===== config.mk =====
export PLATFORM = sky130hd
export DESIGN_NAME = byte_lane_datapath
export DESIGN_NICKNAME = d
export VERILOG_FILES = /design/src/rtl/bld_pkg.sv /design/src/rtl/bld_lane_reg.sv /design/src/rtl/bld_wr_decode.sv /design/src/rtl/bld_operand_mux.sv /design/src/rtl/bld_pc_unit.sv /design/src/rtl/byte_lane_datapath.sv
export SDC_FILE = /design/constraint.sdc
export NUM_CORES = 1
export LEC_CHECK = 0
export ABC_AREA = 1
export BUFFER_PORTS_ARGS = -buffer_cell sky130_fd_sc_hd__buf_2
export CAP_MARGIN = 20
export CORE_ASPECT_RATIO = 0.6
export CORE_MARGIN = 2
export CORE_UTILIZATION = 52
export CTS_CLUSTER_SIZE = 20
export DETAILED_ROUTE_END_ITERATION = 16
export PLACE_DENSITY = 0.73
export SETUP_SLACK_MARGIN = 0.2
export SYNTH_ARGS = -nofsm -noshare
export SYNTH_HDL_FRONTEND = slang
export SYNTH_HIERARCHICAL = 1
export SYNTH_SLANG_ARGS = --single-unit

===== constraint.sdc =====
create_clock -name clk -period 1.9 [get_ports clk]
set_input_delay 0.095 -clock clk [delete_from_list [all_inputs] [get_ports clk]]
set_output_delay 0.095 -clock clk [all_outputs]
set_load 0.02 [all_outputs]

===== src/rtl/bld_pkg.sv =====
package bld_pkg;

   localparam int NUM_GPR    = 5;   // A, B, C, D, SP
   localparam int NUM_DIRECT = 4;   // registers reachable through the instruction field

   typedef enum logic [2:0] {
      WR_NONE  = 3'b000,
      WR_A     = 3'b001,
      WR_B     = 3'b010,
      WR_C     = 3'b011,
      WR_D     = 3'b100,
      WR_SP    = 3'b101,
      WR_RSVD  = 3'b110,
      WR_IRSEL = 3'b111
   } wr_code_e;

   typedef enum logic [2:0] {
      SRC_ZERO = 3'b000,
      SRC_A    = 3'b001,
      SRC_B    = 3'b010,
      SRC_C    = 3'b011,
      SRC_D    = 3'b100,
      SRC_SP   = 3'b101,
      SRC_MAR  = 3'b110,
      SRC_MDR  = 3'b111
   } src_code_e;

endpackage


===== src/rtl/bld_lane_reg.sv =====
module bld_lane_reg #(
   parameter int LANE_W = 8,
   parameter int LANES  = 2,
   parameter logic [LANE_W*LANES-1:0] RST_VAL = '0
) (
   input  logic                      clk,
   input  logic                      rst_n,
   input  logic [LANES-1:0]          lane_en,
   input  logic [LANE_W*LANES-1:0]   d,
   output logic [LANE_W*LANES-1:0]   q
);

   for (genvar l = 0; l < LANES; l++) begin : g_lane
      always_ff @(posedge clk or negedge rst_n) begin
         if (!rst_n) begin
            q[l*LANE_W +: LANE_W] <= RST_VAL[l*LANE_W +: LANE_W];
         end else if (lane_en[l]) begin
            q[l*LANE_W +: LANE_W] <= d[l*LANE_W +: LANE_W];
         end
      end
   end

endmodule


===== src/rtl/bld_wr_decode.sv =====
module bld_wr_decode
   import bld_pkg::*;
#(
   parameter int LANES = 2
) (
   input  logic [2:0]                      reg_ld,
   input  logic [1:0]                      ir_dest,
   input  logic                            wide_op,
   output logic [NUM_GPR-1:0][LANES-1:0]   wr_lane
);

   logic [LANES-1:0] lane_mask;

   // lane 0 is always written; upper lanes only for a full-width operation
   assign lane_mask[0] = 1'b1;
   for (genvar l = 1; l < LANES; l++) begin : g_mask
      assign lane_mask[l] = wide_op;
   end

   for (genvar r = 0; r < NUM_GPR; r++) begin : g_hit
      logic direct_hit;
      logic indirect_hit;
      assign direct_hit = (reg_ld == 3'(r + 1));
      if (r < NUM_DIRECT) begin : g_ind
         assign indirect_hit = (reg_ld == WR_IRSEL) && (ir_dest == 2'(r));
      end else begin : g_noind
         assign indirect_hit = 1'b0;
      end
      assign wr_lane[r] = (direct_hit || indirect_hit) ? lane_mask : '0;
   end

endmodule


===== src/rtl/bld_operand_mux.sv =====
module bld_operand_mux
   import bld_pkg::*;
#(
   parameter int DATA_W = 16
) (
   input  logic [2:0]                     opnd_sel,
   input  logic [NUM_GPR-1:0][DATA_W-1:0] gpr_q,
   input  logic [DATA_W-1:0]              mar_q,
   input  logic [DATA_W-1:0]              mdr_q,
   output logic [DATA_W-1:0]              bus
);

   always_comb begin
      unique case (src_code_e'(opnd_sel))
         SRC_ZERO: bus = '0;
         SRC_A:    bus = gpr_q[0];
         SRC_B:    bus = gpr_q[1];
         SRC_C:    bus = gpr_q[2];
         SRC_D:    bus = gpr_q[3];
         SRC_SP:   bus = gpr_q[4];
         SRC_MAR:  bus = mar_q;
         SRC_MDR:  bus = mdr_q;
         default:  bus = '0;
      endcase
   end

endmodule


===== src/rtl/bld_pc_unit.sv =====
module bld_pc_unit #(
   parameter int DATA_W = 16,
   parameter logic [DATA_W-1:0] RST_VAL = '0
) (
   input  logic              clk,
   input  logic              rst_n,
   input  logic              pc_ld,
   input  logic              pc_inc,
   input  logic [DATA_W-1:0] ld_val,
   output logic [DATA_W-1:0] pc_q
);

   always_ff @(posedge clk or negedge rst_n) begin
      if (!rst_n) begin
         pc_q <= RST_VAL;
      end else if (pc_ld) begin
         pc_q <= ld_val;
      end else if (pc_inc) begin
         pc_q <= pc_q + DATA_W'(1);
      end
   end

endmodule


===== src/rtl/byte_lane_datapath.sv =====
module byte_lane_datapath
   import bld_pkg::*;
#(
   parameter int LANE_W = 8,
   parameter int LANES  = 2,
   parameter logic [LANE_W*LANES-1:0] PC_RST = '0
) (
   input  logic                     clk,
   input  logic                     rst_n,
   input  logic [1:0]               ir_dest,
   input  logic [2:0]               reg_ld,
   input  logic                     wide_op,
   input  logic [2:0]               opnd_sel,
   input  logic                     x_ld,
   input  logic                     y_ld,
   input  logic                     z_ld,
   input  logic [LANE_W*LANES-1:0]  alu_result,
   input  logic                     mdr_src,
   input  logic                     mdr_lo_ld,
   input  logic                     mdr_hi_ld,
   input  logic [LANE_W-1:0]        data_in,
   input  logic                     mar_src,
   input  logic                     mar_ld,
   input  logic                     pc_inc,
   input  logic                     pc_ld,
   output logic [LANE_W*LANES-1:0]  src_bus,
   output logic [LANE_W*LANES-1:0]  x_q,
   output logic [LANE_W*LANES-1:0]  y_q,
   output logic [LANE_W*LANES-1:0]  z_q,
   output logic [LANE_W*LANES-1:0]  mar_q,
   output logic [LANE_W*LANES-1:0]  mdr_q,
   output logic [LANE_W*LANES-1:0]  pc_q
);

   localparam int DATA_W = LANE_W * LANES;

   // elaboration-time parameter checks
   if (LANES != 2) begin : g_bad_lanes
      $error("byte_lane_datapath: LANES must be 2 (two data register strobes)");
   end
   if (LANE_W < 1) begin : g_bad_lane_w
      $error("byte_lane_datapath: LANE_W must be positive");
   end

   // general register bank
   logic [NUM_GPR-1:0][LANES-1:0]  wr_lane;
   logic [NUM_GPR-1:0][DATA_W-1:0] gpr_q;

   bld_wr_decode #(.LANES(LANES)) u_dec (
      .reg_ld  (reg_ld),
      .ir_dest (ir_dest),
      .wide_op (wide_op),
      .wr_lane (wr_lane)
   );

   for (genvar r = 0; r < NUM_GPR; r++) begin : g_gpr
      bld_lane_reg #(.LANE_W(LANE_W), .LANES(LANES), .RST_VAL('0)) u_reg (
         .clk     (clk),
         .rst_n   (rst_n),
         .lane_en (wr_lane[r]),
         .d       (z_q),
         .q       (gpr_q[r])
      );
   end

   // operand bus
   bld_operand_mux #(.DATA_W(DATA_W)) u_mux (
      .opnd_sel (opnd_sel),
      .gpr_q    (gpr_q),
      .mar_q    (mar_q),
      .mdr_q    (mdr_q),
      .bus      (src_bus)
   );

   // operand and result latches
   bld_lane_reg #(.LANE_W(LANE_W), .LANES(LANES), .RST_VAL('0)) u_x (
      .clk (clk), .rst_n (rst_n), .lane_en ({LANES{x_ld}}), .d (src_bus), .q (x_q)
   );
   bld_lane_reg #(.LANE_W(LANE_W), .LANES(LANES), .RST_VAL('0)) u_y (
      .clk (clk), .rst_n (rst_n), .lane_en ({LANES{y_ld}}), .d (src_bus), .q (y_q)
   );
   bld_lane_reg #(.LANE_W(LANE_W), .LANES(LANES), .RST_VAL('0)) u_z (
      .clk (clk), .rst_n (rst_n), .lane_en ({LANES{z_ld}}), .d (alu_result), .q (z_q)
   );

   // memory data register: per-lane strobe, per-lane source
   logic [LANES-1:0]  mdr_en;
   logic [DATA_W-1:0] mdr_d;

   assign mdr_en = {mdr_hi_ld, mdr_lo_ld};
   for (genvar l = 0; l < LANES; l++) begin : g_mdr_src
      assign mdr_d[l*LANE_W +: LANE_W] = mdr_src ? data_in : z_q[l*LANE_W +: LANE_W];
   end

   bld_lane_reg #(.LANE_W(LANE_W), .LANES(LANES), .RST_VAL('0)) u_mdr (
      .clk (clk), .rst_n (rst_n), .lane_en (mdr_en), .d (mdr_d), .q (mdr_q)
   );

   // memory address register
   logic [DATA_W-1:0] mar_d;
   assign mar_d = mar_src ? pc_q : z_q;

   bld_lane_reg #(.LANE_W(LANE_W), .LANES(LANES), .RST_VAL('0)) u_mar (
      .clk (clk), .rst_n (rst_n), .lane_en ({LANES{mar_ld}}), .d (mar_d), .q (mar_q)
   );

   // program counter
   bld_pc_unit #(.DATA_W(DATA_W), .RST_VAL(PC_RST)) u_pc (
      .clk    (clk),
      .rst_n  (rst_n),
      .pc_ld  (pc_ld),
      .pc_inc (pc_inc),
      .ld_val (z_q),
      .pc_q   (pc_q)
   );

endmodule


==> results.txt <==
area grow syn2layout: 16.2%
Syn Nets: 1,253
Post-synth EDFFs: 0
register area: 0.00440 mm²
DRT Pass-1 Iters: 6
nets@finish: 1,408
crit path cell chain: nand4_1 -> nand2_1 -> nor2_1 -> nand2_1 -> buf_2
crit path capture type: output port
clock buffer depth: 2
post-route setup slack: 0.261 ns
Layout Cells excl Fill: 1,609
power density over the cells: 1020 mW/mm²
largest family of logic cells by synthesized area: simple AND/OR/NAND/NOR gates
chip width: 175 µm
Synth Area in Adders: 0.137%
final setup fails: 0
sequential-to-total area share from yosys stat: 48.3%
vias: 8,623
most used cell, CP: nand2_1
Layout Skew: 0.00811 ns
Slowest cell on crit path: dfrtp_1
Iteration-0 DRC Markers: 842
total grt overflow: 0
H-tree Lvls: 4
antenna violations before repair: 0
Placed Area: 0.00979 mm²
crit path time final: 1.64 ns
number of global-route vias before repair: 7,913
final WL: 26,700 µm
Die H: 107 µm
Primary FF master, synth: dfrtp_1
synth unique cells: 30
multi-input gate area in the final layout: 0.00387 mm²
Final Wtd Congestion: 0.870
Final Hold Violating Endpoints: 0
Final Util: 61.7%
Site Rows: 37
first-pass GRT wire length: 42,900 µm
IO Pins: 157
Setup Crit Path Kind: register to output port
Avg Inst Size Synth: 7.56 µm²
CTS root buf: clkbuf_16
# port buffers: 156
CP Data Arrival Time: 1.54 ns
# DRC: 0
Initial Util: 53.1%
total power: 10.8 mW
fmax: 0.610 GHz
core area: 0.0172 mm²
CTS tree: done
Hold WS: 0.0206 ns
DR WL/cell: 16.6 µm
Max Cap Viol: 0
Crit Path Max Fanout: 3
Worst Max-Slew Pin Slew: 0.628 ns
LEAKAGE: 6.09 nW
CP bufs+invs: 1
fin crit share: 86.3%
Max transition margin: 58.1%
xor-xnor portion of the synthesized cell area: 0.576%
All-Layer GR Usage: 29.7%
Design Area, Final: 0.0106 mm²
Worst-path clk slew: 0.07 ns
clk sink count: 176
simple-gate area share of the yosys netlist: 39.9%
Synth async-reset ratio: 100%
TritonCTS Buffers: 17
# diodes: 0
register bit total from synthesis: 176
postcts setup bufs: 0
# fillers: 1,595
post-detail-place hpwl: 18,500 µm
ANT nets after route: 0
Startpoint Class: register
Synth Instances: 1,207
share of layout cells above drive strength 1: 18.8%
max-slew violation count: 0
Synthesis Warnings: 6
die footprint: 0.0187 mm²
setup_tns: 0 ns
Synth top area share: 48.3%
largest net degree at the start of global routing: 62
delay of the slowest cell on the worst path: 0.41 ns
synth top area cells: dfrtp_1 (48%), nand2_1 (28%), nand4_1 (5.6%)
mux cell area share after synthesis: 0%
Compound-Gate Fraction of Synth Area: 1.81%
Placed Instances: 1,558
DP Worst Slack: 0.452 ns
crit-path leading delay family: simple AND/OR/NAND/NOR gates
Critical Path RT: 1.80 ns
Syn Std Cell Area: 0.00913 mm²
largest area contributor in the netlist: dfrtp_1
status: finished clean
worst min path class: input pin to register
RSZ-0062 raised after global routing: no
worst-skew pair later-pin latency: 0.43 ns
Vias/cell: 5.36
maximum vdd drop: 0.596 mV
cells by family after synthesis:
group           Yosys count
flops                   176
compound gates           25
xor+xnor                  6
fa+ha+maj                 1
buf+inv                 122
simple gates            877
flip-flops by register name (all words and copies together), names as in the netlist:
| signal | flops |
|---|---|
| u_z/q | 16 |
| g_gpr.u_reg/q | 80 |
| u_y/q | 16 |
| u_x/q | 16 |
| u_mdr/q | 16 |
| u_pc/pc_q | 16 |
| u_mar/q | 16 |
cell type report:
class                      instances  share of cell area [%]
sequential                       176                    41.5
multi-input combinational        909                    36.5
timing repair buffer             193                    11.0
clock buffer                      21                    4.34
tap                              234                    2.76
inverter                          65                    2.40
clock inverter                    11                    1.46
routing by layer:
layer	global-route usage, %	vias up	routed length [µm]
li1	-	4099	-
met1	44.8	4114	12600
met2	43.7	380	11600
met4	7.50	0	294
met5	0	-	0
met3	6.17	30	2240
path summary, 6_finish.rpt:
| kind | startpoint | end | slack (ns) | depth (start not counted) |
|---|---|---|---|---|
| worst min register to register | u_x/q[12] | u_x/q[12] | 0.47 | 2 |
| worst max-delay path | u_mar/q[5] | src_bus[5] | 0.26 | 5 |
| min in group asynchronous | rst_n | u_pc/pc_q[3] | 0.06 | 2 |
| worst max register to register | u_pc/pc_q[1] | u_pc/pc_q[10] | 0.46 | 8 |
| worst min-delay path | data_in[7] | u_mdr/q[15] | 0.02 | 5 |
| max in group asynchronous | rst_n | g_gpr[3].u_reg/q[5] | 1.12 | 3 |
power breakdown:
part	total, mW	internal (mW)	switching (mW)
Clock	3.67	2.15	1.52
Combinational	2.21	0.728	1.48
Sequential	4.91	4.35	0.566
layout by cell type (no fill, tap or decap), types with 15 or more instances in the layout:
cell	instances
nand2_1	673
dfrtp_1	176
buf_2	155
nand4_1	82
nor2_1	60
inv_1	38
nand3_1	32
inv_2	25
dlygate4sd3_1	19
clkbuf_16	17
nor2_2	15
timing repair:
| item | 4_1_cts | 5_1_grt |
|---|---|---|
| endpoints found under the hold margin | 205 | 0 |
| gates resized for setup | 0 | 2 |
| hold buffers | 19 | 0 |
| endpoints found under the setup margin | 0 | 2 |
worst register-to-register path, delay by kind of cell, from the launching register on:
family | cells | cell delay, ns
fa+ha+maj | 1 | 0.23
buf+inv | 2 | 0.16
flops | 1 | 0.46
simple gates | 5 | 0.48
Yosys cell counts (6+ instances only):
master	n
nand4_1	82
buf_2	12
nand2_1	674
buf_8	6
nor2_1	61
dfrtp_1	176
inv_1	38
inv_2	25
buf_6	33
a22oi_1	10
nand3_1	32
nand2_2	6
nor2_2	14
Power figures use the tool's default switching activity.
